### src/rtl/ild_pkg.sv
package ild_pkg;
    localparam int OP_W   = 16;
    localparam int MODE_W = 3;
    localparam int EXT_W  = 2;
    localparam int LEN_W  = 3;
    localparam int SIDES  = 2;

    typedef enum logic [1:0] {
        GRP_OTHER  = 2'd0,
        GRP_MOVE   = 2'd1,
        GRP_ADD    = 2'd2,
        GRP_BRANCH = 2'd3
    } grp_t;

    typedef enum logic [1:0] {
        SZ_BYTE = 2'd0,
        SZ_WORD = 2'd1,
        SZ_LONG = 2'd2,
        SZ_NONE = 2'd3
    } sz_t;

    typedef struct packed {
        grp_t              grp;
        sz_t               sz;
        logic [EXT_W-1:0]  src_ext;
        logic [EXT_W-1:0]  dst_ext;
        logic [LEN_W-1:0]  len;
        logic              bad;
    } result_t;
endpackage

### src/rtl/ild_ea_count.sv
module ild_ea_count
    import ild_pkg::*;
(
    input  logic [MODE_W-1:0] mode,
    input  logic [MODE_W-1:0] sub,
    input  sz_t               sz,
    input  logic              is_dst,
    input  logic              used,
    output logic [EXT_W-1:0]  ext,
    output logic              bad
);
    logic [EXT_W-1:0] raw_ext;
    logic             raw_bad;

    always_comb begin
        raw_ext = '0;
        raw_bad = 1'b0;
        unique case (mode)
            3'd5, 3'd6: raw_ext = 2'd1;
            3'd7: begin
                unique case (sub)
                    3'd0:       raw_ext = 2'd1;
                    3'd1:       raw_ext = 2'd2;
                    3'd2, 3'd3: raw_ext = 2'd1;
                    3'd4:       raw_ext = (sz == SZ_LONG) ? 2'd2 : 2'd1;
                    default:    raw_bad = 1'b1;
                endcase
                if (is_dst && (sub == 3'd2 || sub == 3'd3 || sub == 3'd4))
                    raw_bad = 1'b1;
            end
            default: raw_ext = '0;
        endcase
    end

    assign ext = used ? raw_ext : '0;
    assign bad = used & raw_bad;

    always_comb begin
        if (used && mode < 3'd5)
            AST_LOW_MODES_NO_EXT: assert (ext == '0);
    end
endmodule

### src/rtl/ild_classify.sv
module ild_classify
    import ild_pkg::*;
(
    input  logic [OP_W-1:0]          op,
    output grp_t                     grp,
    output sz_t                      sz,
    output logic [SIDES-1:0][MODE_W-1:0] ea_mode,
    output logic [SIDES-1:0][MODE_W-1:0] ea_sub,
    output logic [SIDES-1:0]         ea_used,
    output logic [EXT_W-1:0]         br_ext,
    output logic                     sz_bad
);
    // side 0 = source, side 1 = destination
    always_comb begin
        grp     = GRP_OTHER;
        sz      = SZ_NONE;
        ea_mode = '0;
        ea_sub  = '0;
        ea_used = '0;
        br_ext  = '0;
        sz_bad  = 1'b0;
        if (op[15:14] == 2'b00) begin
            grp = GRP_MOVE;
            unique case (op[13:12])
                2'b01:   sz = SZ_BYTE;
                2'b11:   sz = SZ_WORD;
                2'b10:   sz = SZ_LONG;
                default: begin sz = SZ_NONE; sz_bad = 1'b1; end
            endcase
            ea_mode[0] = op[5:3];
            ea_sub[0]  = op[2:0];
            ea_mode[1] = op[8:6];
            ea_sub[1]  = op[11:9];
            ea_used    = 2'b11;
        end else if (op[15:12] == 4'b1101) begin
            grp = GRP_ADD;
            unique case (op[8:6])
                3'b000, 3'b100: sz = SZ_BYTE;
                3'b001, 3'b101, 3'b011: sz = SZ_WORD;
                default: sz = SZ_LONG;
            endcase
            if (op[8] && op[7:6] != 2'b11) begin
                ea_mode[1] = op[5:3];
                ea_sub[1]  = op[2:0];
                ea_used    = 2'b10;
            end else begin
                ea_mode[0] = op[5:3];
                ea_sub[0]  = op[2:0];
                ea_used    = 2'b01;
            end
        end else if (op[15:12] == 4'b0110) begin
            grp    = GRP_BRANCH;
            br_ext = (op[7:0] == 8'h00) ? 2'd1 : 2'd0;
        end
    end
endmodule

### src/rtl/instr_len_decoder.sv
module instr_len_decoder
    import ild_pkg::*;
(
    input  logic        clk,
    input  logic        rst_n,
    input  logic        in_valid,
    input  logic [15:0] in_opcode,
    output logic        out_valid,
    output logic [1:0]  out_class,
    output logic [1:0]  out_size,
    output logic [1:0]  out_src_ext,
    output logic [1:0]  out_dst_ext,
    output logic [2:0]  out_len,
    output logic        out_illegal
);
    typedef enum logic {ST_IDLE, ST_SHOW} state_t;

    state_t state_q, state_d;
    grp_t   grp;
    sz_t    sz;
    logic [SIDES-1:0][MODE_W-1:0] ea_mode, ea_sub;
    logic [SIDES-1:0]             ea_used, ea_bad;
    logic [SIDES-1:0][EXT_W-1:0]  ea_ext;
    logic [EXT_W-1:0]             br_ext;
    logic                         sz_bad;
    result_t                      res_d, res_q;

    ild_classify u_cls (
        .op      (in_opcode),
        .grp     (grp),
        .sz      (sz),
        .ea_mode (ea_mode),
        .ea_sub  (ea_sub),
        .ea_used (ea_used),
        .br_ext  (br_ext),
        .sz_bad  (sz_bad)
    );

    for (genvar g = 0; g < SIDES; g++) begin : g_side
        ild_ea_count u_cnt (
            .mode   (ea_mode[g]),
            .sub    (ea_sub[g]),
            .sz     (sz),
            .is_dst (g == 1),
            .used   (ea_used[g]),
            .ext    (ea_ext[g]),
            .bad    (ea_bad[g])
        );
    end

    always_comb begin
        res_d.grp     = grp;
        res_d.sz      = sz;
        res_d.src_ext = ea_ext[0] | br_ext;
        res_d.dst_ext = ea_ext[1];
        res_d.len     = LEN_W'(1) + LEN_W'(res_d.src_ext) + LEN_W'(res_d.dst_ext);
        res_d.bad     = sz_bad | (|ea_bad);
    end

    // state register
    always_ff @(posedge clk) begin
        if (!rst_n) state_q <= ST_IDLE;
        else        state_q <= state_d;
    end

    // next state and outputs
    always_comb begin
        state_d = state_q;
        unique case (state_q)
            ST_IDLE: if (in_valid)  state_d = ST_SHOW;
            ST_SHOW: if (!in_valid) state_d = ST_IDLE;
            default: state_d = ST_IDLE;
        endcase
        out_valid = (state_q == ST_SHOW);
    end

    always_ff @(posedge clk) begin
        if (!rst_n)        res_q <= '0;
        else if (in_valid) res_q <= res_d;
    end

    assign out_class   = res_q.grp;
    assign out_size    = res_q.sz;
    assign out_src_ext = res_q.src_ext;
    assign out_dst_ext = res_q.dst_ext;
    assign out_len     = res_q.len;
    assign out_illegal = res_q.bad;

    AST_STROBE_TO_VALID: assert property (@(posedge clk) disable iff (!rst_n)
        in_valid |=> out_valid);
    AST_IDLE_NO_VALID: assert property (@(posedge clk) disable iff (!rst_n)
        !in_valid |=> !out_valid);
    AST_LEN_SUM: assert property (@(posedge clk) disable iff (!rst_n)
        out_valid |-> out_len == 3'd1 + 3'(out_src_ext) + 3'(out_dst_ext));
    AST_BRANCH_NO_DST: assert property (@(posedge clk) disable iff (!rst_n)
        (out_valid && out_class == 2'd3) |-> (out_dst_ext == 2'd0 && out_size == 2'd3));
    AST_HOLD_FIELDS: assert property (@(posedge clk) disable iff (!rst_n)
        !in_valid |=> ($stable(out_len) && $stable(out_class) && $stable(out_illegal)));
endmodule

### config.mk
export PLATFORM = sky130hd
export DESIGN_NAME = instr_len_decoder
export DESIGN_NICKNAME = d
export VERILOG_FILES = /design/src/rtl/ild_pkg.sv /design/src/rtl/ild_ea_count.sv /design/src/rtl/ild_classify.sv /design/src/rtl/instr_len_decoder.sv
export SDC_FILE = /design/constraint.sdc
export NUM_CORES = 1
export LEC_CHECK = 0
export BUFFER_PORTS_ARGS = -buffer_cell sky130_fd_sc_hd__buf_2
export CAP_MARGIN = 20
export CORE_ASPECT_RATIO = 1.2
export CORE_MARGIN = 3
export CORE_UTILIZATION = 45
export CTS_BUF_LIST = sky130_fd_sc_hd__clkbuf_4
export DETAILED_ROUTE_END_ITERATION = 7
export PLACE_DENSITY_LB_ADDON = 0.3
export SETUP_SLACK_MARGIN = 0.1
export SYNTH_ARGS = -nofsm -noshare
export SYNTH_HDL_FRONTEND = slang
export SYNTH_SLANG_ARGS = --single-unit
export TNS_END_PERCENT = 1
### constraint.sdc
create_clock -name clk -period 3.2 [get_ports clk]
set_input_delay 0.64 -clock clk [delete_from_list [all_inputs] [get_ports clk]]
set_output_delay 0.64 -clock clk [all_outputs]
set_load 0.1 [all_outputs]
==> impl_metrics.json <==
{
  "final_nets": 182,
  "die_h_um": 57.4,
  "fin_crit_ps": 2780,
  "portBuffers": 31,
  "worst_path_max_delay_cell": "fa_1",
  "critPathLaunchType": "input pin",
  "ys_seq_area_frac": 0.263,
  "vias_per_cell": 5.61,
  "worstPathRequired_ps": 3430,
  "postSynthAreaPerCell_um2": 7.80,
  "clock_latency_ps": 280,
  "path_max_fanout": 4,
  "ys.flop_type": "dfxtp_1",
  "synth.distinct_cells": 43,
  "stdcell_area_um2": 1190,
  "wl_per_cell_um": 13.8,
  "die_w_um": 48.8,
  "hold_viol": 0,
  "cap_violations": 0,
  "grt_antenna_before_repair": 0,
  "ios": 32,
  "drt_wl_total_um": 2580,
  "hold_class": "reg -> reg",
  "holdPathStages": 2,
  "ys_seq_elements": 13,
  "dp_hpwl_um": 2060,
  "ys_warn_count": 0,
  "p_per_area_nw_per_um2": 355,
  "critPathArrivalTime_ps": 3010,
  "grtUsageTotal": 0.192,
  "detail_route.iter0.violations": 26,
  "netlist_area_um2": 991,
  "core_um2": 2070,
  "relSlewSlack": 0.677,
  "tritoncts": "yes",
  "finalCritPeriodShare": 0.868,
  "die_area_um2": 2800,
  "syn_nets": 151,
  "row_count": 18,
  "place_area_um2": 1160,
  "final_cell_mix": "buf_2, nand2_1, dfxtp_1",
  "antenna_cells": 0,
  "worst_pin_slew_ps": 488,
  "path_cells": "buf_2 -> inv_1 -> ha_1 -> or3b_4 -> o32a_2 -> a32o_1 -> a21oi_1 -> nand2b_1 -> ha_1 -> fa_1 -> nand2_1 -> o211a_1",
  "clk_pin_slew_ps": 70,
  "reg2reg_depth": 3,
  "rsz0062_at_grt": "false",
  "numCtsBuffers": 3,
  "clock_skew_ps": 0,
  "fmax_ghz": 0.360,
  "synth_edf_count": 0,
  "drive_gt1_frac": 0.268,
  "cts_sinks": 13,
  "grt_pass1_vias": 965,
  "place_congestion": 0.915,
  "cpPeakStageDelay_ps": 410,
  "first_pass_iters": 4,
  "hold_buffers": 0,
  "grt_pass1_wl_um": 4180,
  "crit_top_cell": "ha_1",
  "syn_inst": 127,
  "outcome": "complete, no violations",
  "root_buffer": "clkbuf_4",
  "async_flop_share": 0,
  "maxSlewViolCount": 0,
  "start_util": 0.478,
  "grt_max_degree": 23,
  "layout_commonest_cell": "buf_2",
  "drc": 0,
  "worst_setup_path_end_kind": "flip-flop",
  "path_class": "in -> reg",
  "detail-route-antenna-nets": 0,
  "leakage_uw": 0.000509,
  "cts_buffer_depth": 2,
  "fin_util": 0.575,
  "cts_setup_buffers": 0,
  "via_count": 1049,
  "ir_worst_vdd_mv": 0.198,
  "area_growth_pct": 20.3,
  "grt_overflow_total": 0,
  "htreeDepth": 1,
  "tns_ps": 0,
  "setup_violations": 0,
  "cts_resized": 0
}
-- cells by family after synthesis --
group                      after synthesis  synth area share
muxes                                    1            0.0101
xor gates and xnor gates                 1           0.00884
DFF                                     13             0.263
and+or+nand+nor                         56             0.312
buffers and inverters                   12            0.0556
AOI/OAI and AO/OA                       39             0.280
adders and majority gates                5            0.0707
-- critical path: cells and delay by family --
family / cells / cell delay [ps]
AOI/OAI and AO/OA: 4 / 780
adders and majority gates: 3 / 840
buffers and inverters: 2 / 140
and+or+nand+nor: 3 / 600
-- sequential cells by signal (all words and copies together), names as in the netlist --
name,cells
out_class,2
out_dst_ext,2
out_illegal,1
out_len,3
out_size,2
out_src_ext,2
out_valid,1
-- routing by layer --
| metal | up-vias | wire length (µm) | global-route usage |
|---|---|---|---|
| met5 | - | 0 | 0 |
| met4 | 0 | 85 | 0.118 |
| met3 | 9 | 176 | 0.0261 |
| met2 | 48 | 1240 | 0.334 |
| met1 | 467 | 1080 | 0.223 |
| li1 | 525 | - | - |
-- Yosys cell counts, types with 4 or more instances --
cell type | instances | area share
a21oi_1 | 5 | 0.025
clkbuf_1 | 4 | 0.015
dfxtp_1 | 13 | 0.26
ha_1 | 4 | 0.051
inv_1 | 5 | 0.019
nand2_1 | 13 | 0.049
nand2b_1 | 5 | 0.032
nand3_1 | 8 | 0.040
nor2_1 | 6 | 0.023
nor2b_1 | 6 | 0.038
o21ai_0 | 7 | 0.035
-- worst paths after layout --
path	end	slack [ps]	from
worst max-delay path	out_len[1]	420	in_opcode[12]
worst min-delay path	out_dst_ext[0]	480	out_dst_ext[0]
worst max register to register	out_size[1]	2460	out_size[1]
worst min register to register	out_dst_ext[0]	480	out_dst_ext[0]
-- per-stage QoR --
stage          setup slack [ps]  power (µW)  hold slack (ps)  instances
2_1_floorplan               434         280              782        127
3_3_place_gp                256         317              458        183
3_5_place_dp                132         318              464        183
4_1_cts                     422         427              480        187
5_1_grt                     280         444              497        187
6_report                    421         424              476        187
-- where the power goes --
group	total, µW	internal (µW)	switching, µW	leakage (µW)
sequential	172	169	3.01	0.000107
combinational	143	38.1	105	0.000384
clock	109	56.9	51.8	0.0000184
-- layout make-up --
| class | count | area, µm² |
|---|---|---|
| Fill cell | 216 | 880 |
| Multi-Input combinational cell | 102 | 676 |
| Sequential cell | 13 | 260 |
| Timing Repair Buffer | 33 | 170 |
| Tap cell | 30 | 37.5 |
| Clock buffer | 4 | 30.0 |
| Inverter | 5 | 18.8 |
Power figures use the tool's default switching activity.
